--- src/rtl/psw_pkg.sv ---
// Package: shared state type and fixed constants of the wake scheduler.
// Assumes time is counted in eighths of a TU throughout the block.
package psw_pkg;
    typedef enum logic [1:0] {
        ST_SLEEP      = 2'd0,
        ST_WAIT_BCN   = 2'd1,
        ST_WAIT_BCAST = 2'd2,
        ST_HOLD       = 2'd3
    } psw_state_e;
endpackage

--- src/rtl/psw_wake_times.sv ---
// Holds the next TIM and DTIM wake instants in eighth-TU units.
// Converts programmed TU values with the wake slop, aligns TIM to DTIM when
// both periods match, and advances each time on request from the FSM.
// Assumes the TIM period never exceeds the DTIM period.
module psw_wake_times #(
    parameter int TW   = 32,
    parameter int TUW  = 16,
    parameter int FRAC = 3,
    parameter int SLOP = 3
) (
    input  logic           clk,
    input  logic           rst_n,
    input  logic [TW-1:0]  now_i,
    input  logic           load_i,
    input  logic [TUW-1:0] next_tim_i,
    input  logic [TUW-1:0] next_dtim_i,
    input  logic [TUW-1:0] tim_per_i,
    input  logic [TUW-1:0] dtim_per_i,
    input  logic           adv_tim_i,
    input  logic           adv_dtim_i,
    output logic           tim_due_o,
    output logic           dtim_due_o
);
    logic [TW-1:0]  tim_wake_q, dtim_wake_q;
    logic [TW-1:0]  tim_step_q, dtim_step_q;
    logic [TUW-1:0] tim_base;

    // Pick TIM base: align to DTIM when the periods are equal.
    always_comb tim_base = (tim_per_i == dtim_per_i) ? next_dtim_i : next_tim_i;

    // Load or advance the two wake instants and their steps.
    always_ff @(posedge clk) begin
        if (!rst_n) begin
            tim_wake_q  <= '0;
            dtim_wake_q <= '0;
            tim_step_q  <= '0;
            dtim_step_q <= '0;
        end else if (load_i) begin
            tim_wake_q  <= (TW'(tim_base)    - TW'(SLOP)) << FRAC;
            dtim_wake_q <= (TW'(next_dtim_i) - TW'(SLOP)) << FRAC;
            tim_step_q  <= TW'(tim_per_i)  << FRAC;
            dtim_step_q <= TW'(dtim_per_i) << FRAC;
        end else begin
            if (adv_tim_i)  tim_wake_q  <= tim_wake_q  + tim_step_q;
            if (adv_dtim_i) dtim_wake_q <= dtim_wake_q + dtim_step_q;
        end
    end

    // Compare the counter against both wake instants.
    always_comb begin
        tim_due_o  = (now_i >= tim_wake_q);
        dtim_due_o = (now_i >= dtim_wake_q);
    end

    // an advance moves the wake time forward by exactly one step.
    assert_advance_R6: assert property (@(posedge clk) disable iff (!rst_n)
        (adv_tim_i && !load_i) |=> (tim_wake_q == $past(tim_wake_q) + $past(tim_step_q)));
endmodule

--- src/rtl/psw_miss_ctr.sv ---
// Counts consecutive beacon timeouts and raises a one-cycle interrupt when the
// count reaches a nonzero threshold. Any received beacon clears the count.
// Assumes at most one increment per cycle; the count saturates.
module psw_miss_ctr #(
    parameter int MW = 8
) (
    input  logic          clk,
    input  logic          rst_n,
    input  logic          clr_i,
    input  logic          inc_i,
    input  logic [MW-1:0] thr_i,
    output logic          irq_o
);
    localparam logic [MW-1:0] CNT_MAX = '1;
    logic [MW-1:0] cnt_q;
    logic [MW-1:0] cnt_nx;

    // Next count value for an increment, saturating at the top.
    always_comb cnt_nx = (cnt_q == CNT_MAX) ? cnt_q : cnt_q + 1'b1;

    // Update the count and the interrupt pulse.
    always_ff @(posedge clk) begin
        if (!rst_n) begin
            cnt_q <= '0;
            irq_o <= 1'b0;
        end else if (clr_i) begin
            cnt_q <= '0;
            irq_o <= 1'b0;
        end else if (inc_i) begin
            cnt_q <= cnt_nx;
            irq_o <= (thr_i != '0) && (cnt_nx == thr_i);
        end else begin
            irq_o <= 1'b0;
        end
    end

    // a received beacon leaves the count at zero.
    assert_clear_R8: assert property (@(posedge clk) disable iff (!rst_n)
        clr_i |=> (cnt_q == '0));
endmodule

--- src/rtl/psw_wake_sched.sv ---
// Station power-save wake scheduler top. Sleeps until a TIM/DTIM wake time,
// waits a bounded window for the beacon, holds for buffered broadcast after
// DTIM beacons, and stays awake after other beacons until software sleeps it.
// Assumes now_i is monotonic in eighth-TU units and does not wrap in use.
module psw_wake_sched
    import psw_pkg::*;
#(
    parameter int TW   = 32,
    parameter int TUW  = 16,
    parameter int TOW  = 8,
    parameter int MW   = 8,
    parameter int FRAC = 3,
    parameter int SLOP = 3
) (
    input  logic           clk,
    input  logic           rst_n,
    input  logic [TW-1:0]  now_i,
    input  logic           cfg_load_i,
    input  logic [TUW-1:0] cfg_next_tim_i,
    input  logic [TUW-1:0] cfg_next_dtim_i,
    input  logic [TUW-1:0] cfg_tim_per_i,
    input  logic [TUW-1:0] cfg_dtim_per_i,
    input  logic [TOW-1:0] cfg_bcn_win_i,
    input  logic [TOW-1:0] cfg_bcast_win_i,
    input  logic [MW-1:0]  cfg_miss_thr_i,
    input  logic           beacon_rx_i,
    input  logic           more_bcast_i,
    input  logic           sleep_req_i,
    output logic           awake_o,
    output logic           bmiss_irq_o,
    output logic           bcn_timeout_o
);
    psw_state_e    state_q;
    logic [TW-1:0] deadline_q;
    logic          dtim_wake_q;
    logic          tim_due, dtim_due;
    logic          wake_evt, expire_evt, past_dl;

    // Event decode for the current cycle.
    always_comb begin
        past_dl    = (now_i >= deadline_q);
        wake_evt   = (state_q == ST_SLEEP) && (tim_due || dtim_due);
        expire_evt = (state_q == ST_WAIT_BCN) && !beacon_rx_i && past_dl;
    end

    psw_wake_times #(.TW(TW), .TUW(TUW), .FRAC(FRAC), .SLOP(SLOP)) u_times (
        .clk         (clk),
        .rst_n       (rst_n),
        .now_i       (now_i),
        .load_i      (cfg_load_i),
        .next_tim_i  (cfg_next_tim_i),
        .next_dtim_i (cfg_next_dtim_i),
        .tim_per_i   (cfg_tim_per_i),
        .dtim_per_i  (cfg_dtim_per_i),
        .adv_tim_i   (wake_evt && tim_due),
        .adv_dtim_i  (wake_evt && dtim_due),
        .tim_due_o   (tim_due),
        .dtim_due_o  (dtim_due)
    );

    psw_miss_ctr #(.MW(MW)) u_miss (
        .clk   (clk),
        .rst_n (rst_n),
        .clr_i (beacon_rx_i),
        .inc_i (expire_evt),
        .thr_i (cfg_miss_thr_i),
        .irq_o (bmiss_irq_o)
    );

    // Wake state machine with a shared deadline register.
    always_ff @(posedge clk) begin
        if (!rst_n) begin
            state_q       <= ST_HOLD;
            deadline_q    <= '0;
            dtim_wake_q   <= 1'b0;
            bcn_timeout_o <= 1'b0;
        end else begin
            bcn_timeout_o <= expire_evt;
            unique case (state_q)
                ST_SLEEP: if (wake_evt) begin
                    state_q     <= ST_WAIT_BCN;
                    dtim_wake_q <= dtim_due;
                    deadline_q  <= now_i + (TW'(cfg_bcn_win_i) << FRAC);
                end
                ST_WAIT_BCN: begin
                    if (beacon_rx_i && dtim_wake_q) begin
                        state_q    <= ST_WAIT_BCAST;
                        deadline_q <= now_i + (TW'(cfg_bcast_win_i) << FRAC);
                    end else if (beacon_rx_i) begin
                        state_q <= ST_HOLD;
                    end else if (past_dl) begin
                        state_q <= ST_SLEEP;
                    end
                end
                ST_WAIT_BCAST: begin
                    if (more_bcast_i)
                        deadline_q <= now_i + (TW'(cfg_bcast_win_i) << FRAC);
                    else if (past_dl)
                        state_q <= ST_HOLD;
                end
                ST_HOLD: if (sleep_req_i) state_q <= ST_SLEEP;
                default: state_q <= ST_HOLD;
            endcase
        end
    end

    // Awake whenever not in the sleep state.
    always_comb awake_o = (state_q != ST_SLEEP);

    // a timeout pulse always leaves the station asleep.
    assert_timeout_sleeps_R4: assert property (@(posedge clk) disable iff (!rst_n)
        bcn_timeout_o |-> !awake_o);
    // the miss interrupt only accompanies a timeout.
    assert_irq_with_timeout_R8: assert property (@(posedge clk) disable iff (!rst_n)
        bmiss_irq_o |-> bcn_timeout_o);
    // the station only wakes after a wake time was reached.
    assert_wake_due_R2: assert property (@(posedge clk) disable iff (!rst_n)
        $rose(awake_o) |-> $past(tim_due || dtim_due));
    // a sleep request during the broadcast wait keeps the station awake.
    assert_bcast_no_sleep_R5: assert property (@(posedge clk) disable iff (!rst_n)
        (state_q == ST_WAIT_BCAST && sleep_req_i) |=> awake_o);
    // a beacon in the waiting state never produces a timeout.
    assert_beacon_wins_R10: assert property (@(posedge clk) disable iff (!rst_n)
        (state_q == ST_WAIT_BCN && beacon_rx_i) |=> !bcn_timeout_o);
endmodule

--- config.mk ---
export PLATFORM = sky130hd
export DESIGN_NAME = psw_wake_sched
export DESIGN_NICKNAME = d
export VERILOG_FILES = /design/src/rtl/psw_pkg.sv /design/src/rtl/psw_wake_times.sv /design/src/rtl/psw_miss_ctr.sv /design/src/rtl/psw_wake_sched.sv
export SDC_FILE = /design/constraint.sdc
export NUM_CORES = 1
export LEC_CHECK = 0
export BUFFER_PORTS_ARGS = -buffer_cell sky130_fd_sc_hd__buf_4
export CORE_UTILIZATION = 54
export DETAILED_ROUTE_END_ITERATION = 7
export GPL_ROUTABILITY_DRIVEN = 0
export PLACE_DENSITY = 0.78
export SLEW_MARGIN = 15
export SYNTH_ARGS = -nofsm -noshare
export SYNTH_HDL_FRONTEND = slang
export SYNTH_SLANG_ARGS = --single-unit
--- constraint.sdc ---
create_clock -name clk -period 3.8 [get_ports clk]
set_input_delay 0.57 -clock clk [delete_from_list [all_inputs] [get_ports clk]]
set_output_delay 0.57 -clock clk [all_outputs]
set_load 0.01 [all_outputs]
==> results of run 1 <==
report_power, final:
part / switching (W) / internal, W
Sequential: 0.000136 / 0.00163
Combinational: 0.00127 / 0.00102
Clock: 0.000660 / 0.00115
critical path, stage by stage (launching register included):
cell	delay [ns]
dfxtp_2	0.37
inv_1	0.11
ha_4	0.29
mux2_2	0.23
ha_1	0.16
inv_1	0.06
fa_1	0.39
nor2b_1	0.14
o21ai_0	0.12
a21boi_1	0.19
o21ai_0	0.13
a211o_1	0.40
nor3_2	0.19
buf_4	0.16
nand4_1	0.12
xor2_1	0.17
a211oi_1	0.22
synth_stat cells, types with 21 or more instances:
| cell | instances | area share, % |
|---|---|---|
| a211oi_1 | 49 | 3.3 |
| a21o_1 | 32 | 2.2 |
| a21oi_1 | 83 | 3.8 |
| clkbuf_1 | 42 | 1.4 |
| dfxtp_1 | 135 | 24 |
| ha_1 | 137 | 15 |
| inv_1 | 111 | 3.8 |
| mux2i_1 | 56 | 5.1 |
| nand2_1 | 93 | 3.2 |
| nand3_1 | 21 | 0.95 |
| nand4_1 | 22 | 1.2 |
| nor2_1 | 149 | 5.1 |
| nor3_1 | 42 | 1.9 |
| o21ai_0 | 66 | 3.0 |
| xnor2_1 | 68 | 5.4 |
| xor2_1 | 55 | 4.4 |
cell families (layout without fill, tap and decap cells):
kind of cell	Yosys count	after routing	share of synthesized area (%)
buf+inv	162	292	5.53
fa+ha+maj	140	140	16.0
simple gates	413	413	17.6
xor+xnor	123	123	9.73
compound gates	339	339	20.5
mux	67	67	6.18
flops	135	135	24.4
state kept, by name, summed over array words and instances (netlist names), named ones only:
name / cells
bcn_timeout_o: 1
deadline_q: 32
dtim_wake_q: 1
state_q: 1
u_miss.cnt_q: 8
u_miss.irq_o: 1
u_times.dtim_step_q: 16
u_times.dtim_wake_q: 29
u_times.tim_step_q: 16
u_times.tim_wake_q: 29
stage by stage:
step / std cells / hold WS (ns)
floorplan: 1379 / 0.455
global placement: 1747 / 0.470
detailed placement: 1747 / 0.485
CTS: 1778 / 0.386
global route: 1779 / 0.390
finish: 1779 / 0.393
per-layer routing:
metal	global-route usage [%]	wire, µm
met1	38.2	13900
met2	49.4	14400
met3	4.97	1820
met4	10.1	748
met5	0	0
timing repair:
action                                  4_1_cts  5_1_grt
gates resized for setup                       0        4
endpoints found under the setup margin        0        9
buffers inserted                              0        1
worst min path at each step:
stage / slack [ns] / endpoint / from / cells past startpoint
after floorplan: 0.45 / u_times.tim_wake_q[23]$_SDFFE_PN0P_ / u_times.tim_wake_q[23]$_SDFFE_PN0P_ / 1
after global placement: 0.47 / u_times.tim_wake_q[23]$_SDFFE_PN0P_ / u_times.tim_wake_q[23]$_SDFFE_PN0P_ / 1
after detailed placement: 0.49 / deadline_q[1]$_SDFFE_PN0P_ / deadline_q[1]$_SDFFE_PN0P_ / 2
after CTS: 0.39 / u_times.tim_step_q[17]$_SDFFE_PN0P_ / cfg_tim_per_i[14] / 3
after global routing: 0.39 / u_times.dtim_step_q[15]$_SDFFE_PN0P_ / cfg_dtim_per_i[12] / 3
final: 0.39 / u_times.tim_step_q[17]$_SDFFE_PN0P_ / cfg_tim_per_i[14] / 3
cell type report:
class                   count  area, µm²
repair buffers            149       1160
fillers                  1757       7140
inverters                 112        420
clock inverters            11        173
clock buffers              20        467
well taps                 270        338
flip-flops and latches    135       2700
multi-input cells        1082       7770
==> results.md, run 1 <==
* Status: complete, no violations
* Chip Height at between 100 and 150 µm
* Syn Std Cell Area at about 11000 µm²
* Most common cell after layout, fill and taps aside: nor2_1
* Yosys warnings at 0
* Total CTS buffers at 17
* Post-synth cell types at 67
* Vias in the first global route at slightly above 10000
* CP Max Fanout at 6
* Reg-to-reg slack, setup at around 0.25 ns
* Final Power at just under 0.006 W
* Area grow syn2layout at 17.7%
* Starting Density at 54.9%
* Post-route clock skew at slightly above 0.008 ns
* Post-synth EDFFs at 0
* Worst EP arrival at slightly below 4 ns
* Vias per cell at 5.93
* Average size of a mapped cell at 8.03 µm²
* Ys async rst share at 0%
* Util after Layout at between 60% and 70%
* PwrDens at 450 nW/µm²
* Worst reg2reg path endpoint: deadline_q[31]$_SDFFE_PN0P_
* Hold_buf cts at 0
* Most frequent cells in the layout: nor2_1, buf_4, ha_1
* Mapped Nets at roughly 1600
* Pre-CTS setup slack at around 0.12 ns
* Pleak at about 5.7 nW
* Row cnt at 52
* Final hold vios at 0
* DRC errors left at 0
* Root Driver: clkbuf_16
* Global-route wire length before repair at ~50000 µm
* Crit path capture: deadline_q[31]$_SDFFE_PN0P_
* DR WL/cell at around 17 µm
* Placed cell areas at 12400 µm²
* Max Cap Viol at 0
* Total grt overflow at 0
* Detail Placement HPWL at 23700 µm
* GRT Overall Usage at 29.5%
* Unrepaired setup endpoints after global routing: no
* Ys flop type: dfxtp_1
* H-tree depth at 4
* Max Slew Vio Count at 0
* Initial antenna violation count at 0
* Syn Inst Count at approximately 1400
* Drt initial violations at ~650
* Routed WL at between 30000 and 40000 µm
* R2R cell count at 16
* Detail Route Antenna Nets at 0
* Slew at the pin with the worst max-slew slack at 1.06 ns
* Area of the die at 21100 µm²
* Synth Register Bits at between 100 and 150
* Nets at approximately 1800
* # port buffers at about 130
* Setup TNS at 0 ns
* Largest net degree at the start of global routing at 82
* Worst setup path category: register to register
* First-pass DRT Iterations at 7
* Fin crit share at 93.4%
* Setup violations, final at 0
* CTS Sinks at 135
* IO Count at between 100 and 150
* WP data required at between 4 and 5 ns
* TritonCTS clock tree: yes
* Critical path launch point type: register
* Register area share after synthesis at 24.4%
* Fmax achieved at around 280 MHz
* DIE WIDTH at between 100 and 150 µm
* Clk pin slew, worst setup/hold paths at ~0.060 ns
* Max Buffers Root-to-Sink at 2
* Core ar. at between 20000 and 25000 µm²
* Max transition margin at between 20% and 30%
* Tmin final at around 3.5 ns
* Critical Path Start: state_q[0]$_SDFFE_PN1P_
* Setup ws final at about 0.25 ns
* HP Class: primary input to register
* Peak supply drop at approximately 0.32 mV
* Worst skew pair latency at 0.43 ns
* Ant. Diodes at 0
* Final Cell Area at 13000 µm²
* Via count at ~11000
* Reg-to-Reg Start: state_q[0]$_SDFFE_PN1P_
* Layout cells sized above 1 at between 10 and 15%
* Setup crit end kind: register
Note: power is estimated with default switching activity, not from simulation.
==> run 2, diff against run 1 <==
- ABC_CLOCK_PERIOD_IN_PS: default -> 3800
- PLACE_DENSITY: 0.78 -> default
- PLACE_DENSITY_LB_ADDON: default -> 0.05
==> results.md, run 2 (synthesis gave the netlist of run 1 again) <==
* # port buffers at 128 (unchanged)
* Fmax achieved at 280 MHz (-0.70%)
* Routed WL at 31000 µm (+0.57%)
* CP cell instances: inv_1 -> ha_1 -> mux2_2 -> ha_1 -> a21o_1 -> a21o_1 -> a2111o_1 -> a31o_2 -> a21oi_1 -> nor2_1 -> and3_1 -> xnor2_1 -> a211oi_1
* Levels on crit path at 13 (-3)
* Layout cells sized above 1 at 13.9% (-0.018 points)
* CTS Sinks at 135 (unchanged)
* Most flop-heavy register: deadline_q
* H-tree depth at 4 (unchanged)
* Initial antenna violation count at 0 (unchanged)
* Nets at 1764 (+0.057%)
* Max reg flops at 32 (unchanged)
* Leading registers by flop count: deadline_q: 32 flops, u_times.dtim_wake_q: 29 flops, u_times.tim_wake_q: 29 flops
* Ant. Diodes at 0 (unchanged)
* Post-route clock skew at 0.0107 ns (+0.00266 ns)
* FILL cells at 1853 (+5.5%)
* CP max stage delay at 0.41 ns (about the same)
* Area grow syn2layout at 17.3%
* Critical path launch point type: register
* Slew at the pin with the worst max-slew slack at 1.07 ns (+0.00965 ns)
* DRC errors left at 0 (unchanged)
* Most common cell after layout, fill and taps aside: nor2_1
* Clk pin slew, worst setup/hold paths at 0.06 ns (about the same)
* DR WL/cell at 17.4 µm (+0.45%)
* Via count at 10292 (-2.4%)
* Final hold vios at 0 (unchanged)
* Global-route wire length before repair at 50800 µm (+0.75%)
* Detail Route Antenna Nets at 0 (unchanged)
* TritonCTS clock tree: yes
* R2R cell count at 13 (-3)
* PwrDens at 443 nW/µm² (-1.6%)
* Largest net degree at the start of global routing at 82 (unchanged)
* Most frequent cells in the layout: nor2_1, buf_4, ha_1
* Worst reg2reg path endpoint: deadline_q[20]$_SDFFE_PN0P_
* GRT Overall Usage at 30.2% (+0.68 points)
* Root Driver: clkbuf_16
* Setup TNS at 0 ns (unchanged)
* Max Cap Viol at 0 (unchanged)
* Max transition margin at 28.5% (-0.64 points)
* Starting Density at 54.9% (unchanged)
* Chip Height at 145 µm (unchanged)
* Slowest cell on crit path: a2111o_1
* Row cnt at 52 (unchanged)
* Area of the die at 21100 µm² (unchanged)
* Worst setup path category: register to register
* Reg-to-reg slack, setup at 0.23 ns (-0.02 ns)
* Drt initial violations at 594 (-9.0%)
* First-pass DRT Iterations at 5 (-2)
* Total grt overflow at 0 (unchanged)
* Max Buffers Root-to-Sink at 2 (unchanged)
* Fin crit share at 94.0% (+0.66 points)
* Tmin final at 3.57 ns (+0.0249 ns)
* Setup crit end kind: register
* Vias per cell at 5.78 (-2.5%)
* Crit-path leading delay family: compound AO/OA/AOI/OAI gates
* Final Cell Area at 13000 µm² (-0.34%)
* Vias in the first global route at 10081 (+0.050%)
* Worst hold margin at 0.391 ns (-0.00260 ns)
* Hold-critical path depth at 2 (-1)
* HP Class: primary input to register
* Crit path capture: deadline_q[20]$_SDFFE_PN0P_
* Core ar. at 20200 µm² (unchanged)
* Max Slew Vio Count at 0 (unchanged)
* Detail Placement HPWL at 24200 µm (+2.2%)
* Pleak at 5.66 nW (about the same)
* Final Power at 0.00576 W (-1.9%)
* Total CTS buffers at 17 (unchanged)
* Status: complete, no violations
* Worst skew pair latency at 0.43 ns (about the same)
* Placed cell areas at 12400 µm² (about the same)
* DIE WIDTH at 145 µm (unchanged)
* Setup violations, final at 0 (unchanged)
* Worst EP arrival at 3.91 ns (+0.02 ns)
* CP Buf/Inv Count at 1 (-2)
* IO Count at 129 (unchanged)
* Peak supply drop at 0.269 mV (-16%)
* Unrepaired setup endpoints after global routing: no
* WP data required at 4.14 ns (about the same)
* CP Max Fanout at 5 (-1)
## run 2: cell count changes in the layout (fill, tap and decap cells not counted)
cell        delta
buf_12         -1
buf_4          +2
bufinv_16      -2
clkbuf_8       +1
clkinv_2       -1
clkinv_4       +3
clkinvlp_4     -3
ha_1           +1
ha_4           -1
inv_6          +3
nor3_1         +1
nor3_2         -1
## run 2: worst min path at each step
stage,start,to,slack (ns)
5_1_grt,cfg_tim_per_i[15],u_times.tim_step_q[18]$_SDFFE_PN0P_,0.39
4_1_cts,cfg_load_i,u_times.dtim_wake_q[22]$_SDFFE_PN0P_,0.38
3_5_place_dp,deadline_q[5]$_SDFFE_PN0P_,deadline_q[5]$_SDFFE_PN0P_,0.48
3_3_place_gp,deadline_q[3]$_SDFFE_PN0P_,deadline_q[3]$_SDFFE_PN0P_,0.47
2_1_floorplan,u_times.tim_wake_q[23]$_SDFFE_PN0P_,u_times.tim_wake_q[23]$_SDFFE_PN0P_,0.45
6_report,cfg_load_i,u_times.dtim_wake_q[22]$_SDFFE_PN0P_,0.39
## run 2: repair_timing
item	CTS	global route
buffers inserted	0	1
hold buffers	0	0
endpoints found under the setup margin	0	2
resized for setup	0	1
## run 2: metrics by stage
| step | cells | utilization [%] | setup WS [ns] |
|---|---|---|---|
| after floorplan | 1379 | - | 0.169 |
| after global placement | 1748 | 61.3 | 0.284 |
| after detailed placement | 1748 | 61.3 | 0.214 |
| after CTS | 1780 | 64.3 | 0.197 |
| after global routing | 1781 | 64.4 | 0.0322 |
| final | 1781 | 64.4 | 0.226 |
## run 2: worst register-to-register path: stages (launching register included)
cell      delay [ns]
dfxtp_1         0.39
inv_1           0.09
ha_1            0.37
mux2_2          0.37
ha_1            0.27
a21o_1          0.17
a21o_1          0.20
a2111o_1        0.41
a31o_2          0.25
a21oi_1         0.25
nor2_1          0.15
and3_1          0.22
xnor2_1         0.12
a211oi_1        0.22
## run 2: where the power goes
part / internal [W] / switching, W
registers: 0.00163 / 0.000134
logic: 0.00101 / 0.00124
clock network: 0.00105 / 0.000690
## run 2: layout make-up
cell class / count / area (µm²) / area share, %
Sequential cell: 135 / 2700 / 20.8
Multi-Input combinational cell: 1082 / 7750 / 59.7
Timing Repair Buffer: 150 / 1150 / 8.86
Tap cell: 270 / 338 / 2.60
Clock inverter: 11 / 138 / 1.06
Inverter: 112 / 420 / 3.24
Clock buffer: 21 / 480 / 3.70
## run 2: layer usage
metal | share of wire, % | global-route usage, %
met5 | 0 | 0
met4 | 2.2 | 10.4
met3 | 4.9 | 3.99
met2 | 46 | 49.6
met1 | 47 | 40.4
==> run 3, diff against run 2 <==
- CELL_PAD_IN_SITES_DETAIL_PLACEMENT: default -> 0
- CELL_PAD_IN_SITES_GLOBAL_PLACEMENT: default -> 1
- CORE_UTILIZATION: 54 -> 40
==> results.md, run 3 (synthesis gave the netlist of run 1 again) <==
* Status: complete, no violations
* Largest net degree at the start of global routing at 54 (-34%)
* Post-route clock skew at 0.0232 ns (+0.0124 ns)
* Leading registers by flop count: deadline_q: 32 flops, u_times.dtim_wake_q: 29 flops, u_times.tim_wake_q: 29 flops
* FILL cells at 2696 (+45%)
* Ant. Diodes at 0 (unchanged)
* Vias in the first global route at 9800 (-2.8%)
* Setup TNS at 0 ns (unchanged)
* Total grt overflow at 0 (unchanged)
* Max Cap Viol at 0 (unchanged)
* Nets at 1767 (+0.17%)
* Critical path launch point type: register
* Fin crit share at 93.7% (-0.32 points)
* DRC errors left at 0 (unchanged)
* First-pass DRT Iterations at 7 (+2)
* DIE WIDTH at 168 µm (+16%)
* Area of the die at 28300 µm² (+34%)
* Vias per cell at 5.44 (-5.9%)
* Worst hold margin at 0.390 ns (-0.00119 ns)
* Chip Height at 168 µm (+16%)
* Worst setup path category: register to register
* Sw frac at 35.8% (-0.089 points)
* Worst skew pair latency at 0.43 ns (about the same)
* Starting Density at 41.0% (-14 points)
* Row cnt at 60 (+15%)
* Sequential share of power at 30.7% (about the same)
* Placed Instances at 1823 (+4.3%)
* Max Slew Vio Count at 0 (unchanged)
* Total CTS buffers at 17 (unchanged)
* Via count at 10072 (-2.1%)
* Layout cells sized above 1 at 13.9% (unchanged)
* Setup ws final at 0.238 ns (+0.0121 ns)
* Area grow syn2layout at 18.2%
* Unrepaired setup endpoints after global routing: no
* Pre-CTS setup slack at 0.0723 ns (-0.142 ns)
* Peak supply drop at 0.252 mV (-6.4%)
* Max Buffers Root-to-Sink at 2 (unchanged)
* Slew at the pin with the worst max-slew slack at 0.720 ns (-0.353 ns)
* DR WL/cell at 18.2 µm (+4.5%)
* Combinational share of power at 39.6% (+0.5 points)
* Final hold vios at 0 (unchanged)
* PwrDens at 440 nW/µm² (-0.75%)
* Max transition margin at 51.6% (+23 points)
* # port buffers at 128 (unchanged)
* Fmax achieved at 281 MHz (+0.34%)
* H-tree depth at 4 (unchanged)
* CP Max Fanout at 6 (+1)
* Internal at 0.00369 W (+0.11%)
* IO Count at 129 (unchanged)
* Detail Placement HPWL at 26700 µm (+10%)
* Reg-to-reg slack, setup at 0.24 ns (about the same)
* Final Non-Filler Cells at 1852 (+4.0%)
* Clock share of power at 29.7% (-0.5 points)
* Pleak at 5.65 nW (about the same)
* Root Driver: clkbuf_16
* Setup violations, final at 0 (unchanged)
* Clk pin slew, worst setup/hold paths at 0.07 ns (about the same)
* Most flop-heavy register: deadline_q
* Drt initial violations at 511 (-14%)
* Worst EP arrival at 3.90 ns (about the same)
* Setup crit end kind: register
* Core ar. at 27000 µm² (+34%)
* Routed WL at 33700 µm (+8.6%)
* Most common cell after layout, fill and taps aside: buf_4
* Area occupied by multi-input gates at 7770 µm² (+0.16%)
* Register area at 2700 µm² (about the same)
* Tmin final at 3.56 ns (-0.0121 ns)
* CTS Sinks at 135 (unchanged)
* Global-route wire length before repair at 54000 µm (+6.5%)
* Most frequent cells in the layout: buf_4, nor2_1, ha_1
* TritonCTS clock tree: yes
* Detail Route Antenna Nets at 0 (unchanged)
* GRT Overall Usage at 24.6% (-5.6 points)
* WP data required at 4.14 ns (about the same)
* Net Sw Power at 0.00206 W (-0.28%)
* HP Class: primary input to register
* Max reg flops at 32 (unchanged)
* Initial antenna violation count at 1 (+1)
* Hold_buf cts at 0 (unchanged)
run 3: changes by cell type in the layout (fill, tap and decap cells not counted), moves of 2 or more:
cell / before / now
clkinv_2: 0 / 2
buf_4: 148 / 151
clkbuf_8: 4 / 1
clkinv_4: 5 / 2
run 3: per-layer routing:
layer  global-route usage, %  up-vias  share of wire, %
met4                    4.11        2              0.69
met2                    40.0      184                45
met5                       0        -             0.039
li1                        -     5211                 -
met3                    4.09       15               3.6
met1                    34.4     4660                50
run 3: power by group through the flow:
stage | clock network (W) | registers, W | logic, W
floorplan | 0 | 0.00175 | 0.00161
global placement | 0 | 0.00179 | 0.00225
detailed placement | 0 | 0.00180 | 0.00226
CTS | 0.00174 | 0.00177 | 0.00228
global route | 0.00182 | 0.00179 | 0.00258
finish | 0.00171 | 0.00177 | 0.00228
run 3: area by class of cell:
class                   count  share of cell area, %
clock buffers              18                   3.36
clock inverters            11                   1.15
inverters                 112                   3.21
well taps                 341                   3.26
multi-input cells        1082                   59.4
repair buffers            153                   8.97
flip-flops and latches    135                   20.7
run 3: what timing repair did:
| item | in CTS | in global routing |
|---|---|---|
| setup endpoints to repair | 0 | 5 |
| gates resized for setup | 0 | 2 |
| buffers inserted | 0 | 0 |
| endpoints found under the hold margin | 0 | 0 |
run 3: worst paths after layout:
path | endpoint | from | cells past startpoint
hold / removal | u_times.tim_step_q[18]$_SDFFE_PN0P_ | cfg_tim_per_i[15] | 3
setup reg to reg | deadline_q[20]$_SDFFE_PN0P_ | state_q[0]$_SDFFE_PN1P_ | 14
setup / recovery | deadline_q[20]$_SDFFE_PN0P_ | state_q[0]$_SDFFE_PN1P_ | 14
hold reg to reg | deadline_q[3]$_SDFFE_PN0P_ | deadline_q[3]$_SDFFE_PN0P_ | 2
run 3: critical path, cell delays in order (launching register included):
cell      delay (ns)
dfxtp_1         0.39
inv_1           0.12
ha_4            0.33
mux2_2          0.35
ha_1            0.27
a21o_1          0.17
a21o_1          0.20
a2111o_1        0.41
a31o_2          0.25
a21oi_1         0.17
buf_4           0.17
nor2_1          0.08
and3_1          0.21
xnor2_1         0.12
a211oi_1        0.21
run 3: per-stage QoR:
| stage | util [%] | total power, W | cell area (µm²) |
|---|---|---|---|
| floorplan | - | 0.00336 | 11100 |
| global placement | 46.2 | 0.00404 | 12500 |
| detailed placement | 46.2 | 0.00406 | 12500 |
| CTS | 48.3 | 0.00579 | 13100 |
| global route | 48.4 | 0.00619 | 13100 |
| finish | 48.4 | 0.00575 | 13100 |
